### src/rtl/lcs_pkg.sv
package lcs_pkg;
  localparam int SLOT_CNT   = 4;
  localparam int SLOT_IDX_W = $clog2(SLOT_CNT);

  typedef struct packed {
    logic                  allocEn;
    logic [SLOT_IDX_W-1:0] allocIdx;
    logic                  closeEn;
    logic [SLOT_IDX_W-1:0] closeIdx;
    logic                  ovfBump;
  } lcsStrobe_t;
endpackage

### src/rtl/lcs_ctrl.sv
module lcs_ctrl
  import lcs_pkg::*;
#(
  parameter int ADDR_W = 32
) (
  input  logic                             clk,
  input  logic                             rstN,
  input  logic                             atomValid,
  input  logic                             atomSuccess,
  input  logic [ADDR_W-1:0]                atomAddr,
  input  logic [SLOT_CNT-1:0]              slotBusy,
  input  logic [SLOT_CNT-1:0][ADDR_W-1:0]  slotAddr,
  output lcsStrobe_t                       strobe
);

  logic [SLOT_CNT-1:0]   hitVec;
  logic                  anyHit;
  logic                  anyFree;
  logic [SLOT_IDX_W-1:0] hitIdx;
  logic [SLOT_IDX_W-1:0] freeIdx;

  // per-slot address match, only on slots holding an open episode
  for (genvar g = 0; g < SLOT_CNT; g++) begin : gMatch
    assign hitVec[g] = slotBusy[g] && (slotAddr[g] == atomAddr);
  end

  always_comb begin
    anyHit  = |hitVec;
    anyFree = ~&slotBusy;
    hitIdx  = '0;
    freeIdx = '0;
    // walk downward so the lowest index wins
    for (int i = SLOT_CNT - 1; i >= 0; i--) begin
      if (hitVec[i])    hitIdx  = SLOT_IDX_W'(i);
      if (!slotBusy[i]) freeIdx = SLOT_IDX_W'(i);
    end
  end

  always_comb begin
    strobe          = '0;
    strobe.allocIdx = freeIdx;
    strobe.closeIdx = hitIdx;
    if (atomValid) begin
      if (atomSuccess) begin
        strobe.closeEn = anyHit;
      end else if (!anyHit) begin
        if (anyFree) strobe.allocEn = 1'b1;
        else         strobe.ovfBump = 1'b1;
      end
    end
  end

  // overflow only when every slot holds an open episode
  p_ovf_only_full_r8: assert property (@(posedge clk) disable iff (!rstN)
    strobe.ovfBump |-> (&slotBusy));

  // allocation always targets a free slot
  p_alloc_free_slot_r1: assert property (@(posedge clk) disable iff (!rstN)
    strobe.allocEn |-> !slotBusy[strobe.allocIdx]);

  // a close always targets an occupied slot of the same address
  p_close_busy_slot_r3: assert property (@(posedge clk) disable iff (!rstN)
    strobe.closeEn |-> (slotBusy[strobe.closeIdx] && slotAddr[strobe.closeIdx] == atomAddr));

  // no two slots ever track the same address
  p_single_match_r2: assert property (@(posedge clk) disable iff (!rstN)
    atomValid |-> $onehot0(hitVec));

endmodule

### src/rtl/lcs_datapath.sv
module lcs_datapath
  import lcs_pkg::*;
#(
  parameter int ADDR_W     = 32,
  parameter int WAIT_LIMIT = 4096,
  parameter int SPIN_W     = 32,
  parameter int CNT_W      = 16,
  localparam int LEN_W     = $clog2(WAIT_LIMIT + 2)
) (
  input  logic                             clk,
  input  logic                             rstN,
  input  logic                             instRet,
  input  logic [ADDR_W-1:0]                atomAddr,
  input  lcsStrobe_t                       strobe,
  output logic [SLOT_CNT-1:0]              slotBusy,
  output logic [SLOT_CNT-1:0][ADDR_W-1:0]  slotAddr,
  output logic                             epValid,
  output logic [ADDR_W-1:0]                epAddr,
  output logic [LEN_W-1:0]                 epLen,
  output logic                             epWait,
  output logic [SPIN_W-1:0]                spinTotal,
  output logic [CNT_W-1:0]                 waitCount,
  output logic [CNT_W-1:0]                 ovfCount
);

  localparam logic [LEN_W-1:0] LEN_CAP = LEN_W'(WAIT_LIMIT + 1);
  localparam logic [LEN_W-1:0] LEN_THR = LEN_W'(WAIT_LIMIT);

  logic [SLOT_CNT-1:0][LEN_W-1:0] slotCnt;

  for (genvar g = 0; g < SLOT_CNT; g++) begin : gSlot
    logic allocHere, closeHere;
    assign allocHere = strobe.allocEn && (strobe.allocIdx == SLOT_IDX_W'(g));
    assign closeHere = strobe.closeEn && (strobe.closeIdx == SLOT_IDX_W'(g));

    always_ff @(posedge clk) begin
      if (!rstN) begin
        slotBusy[g] <= 1'b0;
        slotAddr[g] <= '0;
        slotCnt[g]  <= '0;
      end else if (allocHere) begin
        slotBusy[g] <= 1'b1;
        slotAddr[g] <= atomAddr;
        slotCnt[g]  <= '0;
      end else if (closeHere) begin
        slotBusy[g] <= 1'b0;
        slotCnt[g]  <= '0;
      end else if (slotBusy[g] && instRet && slotCnt[g] != LEN_CAP) begin
        slotCnt[g]  <= slotCnt[g] + 1'b1;
      end
    end

    // an open count never passes the cap
    p_cnt_capped_r5: assert property (@(posedge clk) disable iff (!rstN)
      slotCnt[g] <= LEN_CAP);
  end

  logic [LEN_W-1:0] closeLen;
  logic             closeIsWait;
  logic [SPIN_W:0]  spinSum;

  always_comb begin
    closeLen    = slotCnt[strobe.closeIdx];
    closeIsWait = closeLen > LEN_THR;
    spinSum     = {1'b0, spinTotal} + (SPIN_W + 1)'(closeLen);
  end

  always_ff @(posedge clk) begin
    if (!rstN) begin
      epValid   <= 1'b0;
      epAddr    <= '0;
      epLen     <= '0;
      epWait    <= 1'b0;
      spinTotal <= '0;
      waitCount <= '0;
      ovfCount  <= '0;
    end else begin
      epValid <= strobe.closeEn;
      if (strobe.closeEn) begin
        epAddr <= slotAddr[strobe.closeIdx];
        epLen  <= closeLen;
        epWait <= closeIsWait;
        if (closeIsWait) begin
          if (waitCount != '1) waitCount <= waitCount + 1'b1;
        end else begin
          spinTotal <= spinSum[SPIN_W] ? '1 : spinSum[SPIN_W-1:0];
        end
      end
      if (strobe.ovfBump && ovfCount != '1) ovfCount <= ovfCount + 1'b1;
    end
  end

  // class bit agrees with the reported length
  p_wait_class_r5: assert property (@(posedge clk) disable iff (!rstN)
    epValid |-> (epWait == (epLen > LEN_THR)));

  // the spin total never falls
  p_spin_monotone_r6: assert property (@(posedge clk) disable iff (!rstN)
    spinTotal >= $past(spinTotal));

  // a wait report leaves the spin total untouched
  p_wait_no_spin_r6: assert property (@(posedge clk) disable iff (!rstN)
    (epValid && epWait) |-> (spinTotal == $past(spinTotal)));

  // wait count steps by at most one
  p_wait_step_r7: assert property (@(posedge clk) disable iff (!rstN)
    (waitCount == $past(waitCount)) || (waitCount == $past(waitCount) + 1'b1));

  // overflow count steps by at most one
  p_ovf_step_r8: assert property (@(posedge clk) disable iff (!rstN)
    (ovfCount == $past(ovfCount)) || (ovfCount == $past(ovfCount) + 1'b1));

endmodule

### src/rtl/lock_spin_classifier.sv
module lock_spin_classifier
  import lcs_pkg::*;
#(
  parameter int ADDR_W     = 32,
  parameter int WAIT_LIMIT = 4096,
  parameter int SPIN_W     = 32,
  parameter int CNT_W      = 16
) (
  input  logic                                  clk,
  input  logic                                  rstN,
  input  logic                                  instRet,
  input  logic                                  atomValid,
  input  logic                                  atomSuccess,
  input  logic [ADDR_W-1:0]                     atomAddr,
  output logic                                  epValid,
  output logic [ADDR_W-1:0]                     epAddr,
  output logic [$clog2(WAIT_LIMIT + 2)-1:0]     epLen,
  output logic                                  epWait,
  output logic [SPIN_W-1:0]                     spinTotal,
  output logic [CNT_W-1:0]                      waitCount,
  output logic [CNT_W-1:0]                      ovfCount
);

  lcsStrobe_t                      strobe;
  logic [SLOT_CNT-1:0]             slotBusy;
  logic [SLOT_CNT-1:0][ADDR_W-1:0] slotAddr;

  lcs_ctrl #(.ADDR_W(ADDR_W)) uCtrl (
    .clk        (clk),
    .rstN       (rstN),
    .atomValid  (atomValid),
    .atomSuccess(atomSuccess),
    .atomAddr   (atomAddr),
    .slotBusy   (slotBusy),
    .slotAddr   (slotAddr),
    .strobe     (strobe)
  );

  lcs_datapath #(
    .ADDR_W    (ADDR_W),
    .WAIT_LIMIT(WAIT_LIMIT),
    .SPIN_W    (SPIN_W),
    .CNT_W     (CNT_W)
  ) uData (
    .clk      (clk),
    .rstN     (rstN),
    .instRet  (instRet),
    .atomAddr (atomAddr),
    .strobe   (strobe),
    .slotBusy (slotBusy),
    .slotAddr (slotAddr),
    .epValid  (epValid),
    .epAddr   (epAddr),
    .epLen    (epLen),
    .epWait   (epWait),
    .spinTotal(spinTotal),
    .waitCount(waitCount),
    .ovfCount (ovfCount)
  );

  // a report is always caused by a successful attempt one cycle earlier
  p_report_cause_r3: assert property (@(posedge clk) disable iff (!rstN)
    epValid |-> $past(atomValid && atomSuccess));

  // nothing is reported straight out of reset
  p_quiet_after_reset_r10: assert property (@(posedge clk)
    !$past(rstN) |-> !epValid);

endmodule

### config.mk
export PLATFORM = sky130hd
export DESIGN_NAME = lock_spin_classifier
export DESIGN_NICKNAME = d
export VERILOG_FILES = /design/src/rtl/lcs_pkg.sv /design/src/rtl/lcs_ctrl.sv /design/src/rtl/lcs_datapath.sv /design/src/rtl/lock_spin_classifier.sv
export SDC_FILE = /design/constraint.sdc
export NUM_CORES = 1
export LEC_CHECK = 0
export ABC_AREA = 1
export BUFFER_PORTS_ARGS = -buffer_cell sky130_fd_sc_hd__buf_4
export CORE_ASPECT_RATIO = 1.2
export CORE_MARGIN = 2
export CORE_UTILIZATION = 45
export DETAILED_ROUTE_END_ITERATION = 12
export HOLD_SLACK_MARGIN = 0.12
export MAX_ROUTING_LAYER = met4
export PLACE_DENSITY = 0.61
export SLEW_MARGIN = 20
export SYNTH_ARGS = -nofsm -noshare
export SYNTH_HDL_FRONTEND = slang
export SYNTH_HIERARCHICAL = 1
export SYNTH_SLANG_ARGS = --single-unit
### constraint.sdc
create_clock -name clk -period 7.9 [get_ports clk]
set_input_delay 0 -clock clk [delete_from_list [all_inputs] [get_ports clk]]
set_output_delay 0 -clock clk [all_outputs]
set_load 0.02 [all_outputs]
**After elaboration in Yosys (flattened, before gate mapping)**

Cells that the tools add are included.

- Logic and storage cells: 112
- Flip-flop bits (word level): 295
- Input bits: 37

- Reduce and logical (&&, ||, !) cells: 35
- Bitwise logic cells: 2
- $lt $le $gt $ge: 2
- Add/subtract/negate cells: 7
- Muxes and demuxes: 31
- Equal/unequal tests: 16

Operators with widths:

| cell | number |
|---|---|
| 32-bit == test | 4 |
| 32-bit binary-select mux with 2-bit select | 1 |
| 32-bit 2-to-1 mux | 2 |
| 13-bit by 1-bit adder with 13-bit output (second input constant) | 4 |
| 13-bit inequality test (second input constant) | 4 |
| 32-bit by 13-bit adder with 33-bit output | 1 |
| 16-bit by 1-bit adder with 16-bit output (second input constant) | 2 |
| 16-bit inequality test (second input constant) | 2 |
| 13-bit binary-select mux with 2-bit select | 1 |
| 1-bit logical AND | 21 |
| 1-bit 2-to-1 mux | 18 |
| 2-bit 2-to-1 mux | 8 |
| 13-bit > comparator (second input constant) | 1 |
| 13-bit 2-to-1 mux | 1 |
| 3-bit OR reduction | 4 |
| 2-bit == test (second input constant) | 4 |
| 2-bit nonzero test | 4 |
| 2-bit by 1-bit == test with 1-bit output (second input constant) | 2 |
| 2-bit logical NOT | 2 |
| 4-bit AND reduction | 1 |
| 4-bit OR reduction | 1 |
| 2-bit by 3-bit less-than comparator with 1-bit output (second input constant) | 1 |
| 3-bit AND reduction | 1 |
| 1-bit inverter | 2 |
| 2-bit AND reduction | 1 |

**Longest topological paths before layout**

- Word-level depth: 11
- Mapped depth: 32
- Depth with buffers taken out: 30

**Modules after synthesis**

Netlist, hierarchy kept.

By module, submodules not included:

| module | cells an instance | sequential area each (um2) | times used | area an instance (um2) |
|---|---|---|---|---|
| lcs_datapath | 2,160 | 5,905.7 | 1 | 14,816.7 |
| lcs_ctrl | 613 | 0.0 | 1 | 2,592.5 |

**Worst setup path after synthesis**

Ideal clock, no wire load.

- Path kind: register to register
- Start: register uData/slotAddr[122] (netlist name)
- End: register uData.spinTotal[25]
- Clock period less this slack: 3.616 ns
- Buffers on the path: 3
- Arrival: 3.474 ns
- Stages on the path, launching flop included: 31
- Path slack: 4.284 ns
- Library setup time: 0.142 ns
- Path through: dfxtp_1 -> inv_1 -> nand2_1 -> nand2_1 -> nor2_2 -> nand2_1 -> nor2_2 -> nand3_1 -> nor2_2 -> nand2_1 -> a21oi_2 -> buf_6 -> inv_2 -> buf_6 -> nand3_2 -> nand2_1 -> nor2_2 -> inv_1 -> ha_1 -> fa_1 -> nand3_1 -> nand3_1 -> nand2_1 -> nand2_1 -> nand2_1 -> nand2_1 -> nand2_1 -> buf_1 -> nand3_1 -> nand2_2 -> a21oi_2

RTL lines:

| element | line | source |
|---|---|---|
| start: declaration | lcs_datapath.sv:16 | `output logic [SLOT_CNT-1:0][ADDR_W-1:0] slotAddr,` |
| start signal: indexed assignment | lcs_datapath.sv:43 | `slotAddr[g] <= atomAddr;` |
| end signal: assignment | lcs_datapath.sv:86 | `spinTotal <= spinSum[SPIN_W] ? '1 : spinSum[SPIN_W-1:0];` |
| end: declaration | lcs_datapath.sv:21 | `output logic [SPIN_W-1:0] spinTotal,` |

==> run_results.csv <==
group,metric,value,unit
status,status,"finished clean",
synthesis,yosysUniqueCellTypes,44,
placement,io_buffers,147,
synthesis,syn_area_per_cell,6.28,µm²
routing,vias_per_cell,5.33,
layout,design_area,20300,µm²
sta,tns,0,ps
global_routing,antenna_found_initial,1,
critical_path,critical_path_class,"flop to flop",
synthesis,ys_async_sr_fraction,0,%
floorplan,chipWidth,184,µm
cts,cts-buffers-inserted,35,
routing,routed_wirelength,59300,µm
placement,post-dp-hpwl,42200,µm
sta,finalSetupViolations,0,
power,finalPower,3.43,mW
sta,fmaxAchievable,184,MHz
layout,drive_above_1_share,10.7,%
synthesis,syn-num-nets,2834,
cts,cts_sinks,295,
worst_hold_path,hold_class,"input pin to flop",
critical_path,cp-start-kind,"flop",
floorplan,io_pins,148,
routing,dr.first_iter.drc_count,1390,
layout,stdcell_count,3408,
sta,hold_viol,0,
power,max-vdd-ir-drop,0.166,mV
critical_path,cp-end-kind,"flop",
layout,fin_nets,2963,
synthesis,synth_warnings,6,
floorplan,die_h,219,µm
global_routing,gr-total-overflow,0,
floorplan,coreArea,38000,µm²
routing,final_antenna_net_count,0,
sta,clock_skew,16.9,ps
global_routing,grt_pass1_vias,16900,
cts,cts_htree_levels,2,
synthesis,synth-main-ff-cell,"dfxtp_1",
placement,gp_congestion,0.997,
routing,vias,18200,
sta,rsz0062_at_grt,"no",
run,cap_violations,0,
synthesis,ys_ff_latch,295,
routing,drc,0,
cts,cts_buffer_depth,3,
floorplan,initial_utilization,45.9,%
sta,relSlewSlack,27.6,%
global_routing,grt_max_degree,104,
synthesis,synth_area,17400,µm²
routing,dr.pass1.iters,5,
critical_path,critPathMaxStageDelay,500,ps
cts,postCtsSetupRepairBufs,0,
critical_path,cp_common_cell,"nand2_1",
cts,cts_tree,"yes",
sta,drv_slew,0,
global_routing,grt.total_usage,29.9,%
cts,clk_latency,530,ps
sta,period_minus_slack,5420,ps
floorplan,fp.dieArea,40300,µm²
floorplan,rows,78,
layout,final_cell_mix,"729 x nand2_1, 349 x inv_1, 343 x nor2_1, 295 x dfxtp_1, 217 x o21ai_0",
layout,syn2layout_area_growth,16.5,%
power,p_leak,8.62,nW
placement,placedCellCount,3307,
cts,cts.reportedPaths.clkPinSlew,60,ps
cts,cts_root_buffer,"clkbuf_16",
sta,worst_hold_slack,196,ps
synthesis,synth-seq-area-share,33.9,%
placement,dpl_cell_area,18700,µm²
sta,tightest_slew,1090,ps
critical_path,required,8340,ps
routing,detail_route.wl_per_cell,17.4,µm
sta,fin_crit_sh,68.7,%
power,powerDensity,169,nW/µm²
synthesis,netlist_instances,2773,
layout,fill_cells,3918,
critical_path,cp_data_arrival_time,5870,ps
critical_path,worstPathMaxFanout,27,
global_routing,grt_pass1_wl,92500,µm
layout,final_common_cell,"nand2_1",
critical_path,slowest_stage,"inv_2",
synthesis,synth_edf_count,0,
metal layers:
| layer | global-route usage [%] | wire [µm] | vias to the layer above |
|---|---|---|---|
| met5 | - | 0 | - |
| met4 | 11.6 | 2220 | 0 |
| met3 | 3.07 | 2690 | 120 |
| met2 | 51.9 | 29300 | 517 |
| met1 | 35.6 | 25100 | 8429 |
| li1 | - | - | 9092 |
report_power, final:
part | leakage, nW | internal [mW] | total, mW | switching (mW)
Clock | 0.568 | 0.987 | 1.64 | 0.657
Sequential | 2.38 | 1.51 | 1.53 | 0.0224
Combinational | 5.67 | 0.0852 | 0.253 | 0.168
logic make-up (layout without fill, tap and decap cells):
logic type / after synthesis / in the layout / synth area share (%)
flip-flops: 295 / 295 / 33.9
other: 0 / 1 / 0
AO/OA/AOI/OAI: 494 / 494 / 15.6
XOR/XNOR: 90 / 90 / 4.53
adder cells (fa/ha/maj): 24 / 24 / 1.77
AND/OR/NAND/NOR: 1369 / 1369 / 32.9
buffers and inverters: 501 / 655 / 11.3
critical path: cells and delay by family (launching register included):
| kind | cells | cell delay, ps |
|---|---|---|
| AOI/OAI and AO/OA | 1 | 140 |
| adders and majority gates | 1 | 380 |
| buffers and inverters | 8 | 1490 |
| DFF | 1 | 370 |
| and+or+nand+nor | 20 | 2890 |
Yosys cell counts, types with 3 or more instances:
master	n	area share [%]
clkinv_1	10	0.22
nand2_1	729	16
nand3_1	137	3.9
inv_1	351	7.6
nand3b_1	8	0.34
a21oi_2	10	0.50
nand4_1	40	1.4
buf_6	9	0.58
buf_1	8	0.17
a21oi_1	185	5.3
o211ai_1	15	0.65
o22ai_1	19	0.68
ha_1	23	1.7
nand3_2	8	0.46
nor2_1	346	7.5
nor2_2	22	0.79
buf_2	7	0.20
o21ai_1	11	0.32
or2_0	3	0.11
inv_2	32	0.69
clkbuf_1	80	1.7
xnor2_1	28	1.4
nor4_1	12	0.43
nor3_1	40	1.1
xor2_1	62	3.1
dfxtp_1	295	34
buf_4	3	0.13
and3_1	4	0.14
nand2_2	12	0.43
o21ai_0	217	6.2
a221oi_1	32	1.6
path summary, 6_finish.rpt:
check                startpoint             endpoint  slack [ps]  depth (start not counted)
max          uData/slotAddr[59]  uData/spinTotal[28]        2480                         30
min                     instRet     uData/slotCnt[6]         200                          6
max reg2reg  uData/slotAddr[59]  uData/spinTotal[28]        2480                         30
min reg2reg  uData/slotAddr[83]   uData/slotAddr[83]         470                          2
layout make-up:
type | instances | area (µm²) | share of cell area [%]
Antenna cell | 1 | 2.50 | 0.0123
Clock buffer | 52 | 1050 | 5.19
Tap cell | 480 | 601 | 2.96
Inverter | 394 | 1480 | 7.31
Multi-Input combinational cell | 1977 | 9550 | 47.1
Clock inverter | 10 | 105 | 0.518
Timing Repair Buffer | 199 | 1590 | 7.83
Sequential cell | 295 | 5910 | 29.1
what timing repair did:
item | CTS | global route
hold buffers | 38 | 0
endpoints found under the hold margin | 143 | 0
gates resized for setup | 0 | 0
setup endpoints to repair | 0 | 0
registers in the layout, summed over array words and instances (netlist names):
register	cells
uData/epWait	1
uData/ovfCount	16
uData/epLen	13
uData/epAddr	32
uData/slotAddr	128
uData/epValid	1
uData/waitCount	16
uData/slotCnt	52
uData/slotBusy	4
uData/spinTotal	32
metrics by stage:
step,util (%),setup slack (ps)
2_1_floorplan,-,4280
3_3_place_gp,49.4,2720
3_5_place_dp,49.4,2630
4_1_cts,53.4,2610
5_1_grt,53.4,2040
6_report,53.4,2480
(Power assumes the default switching activity.)
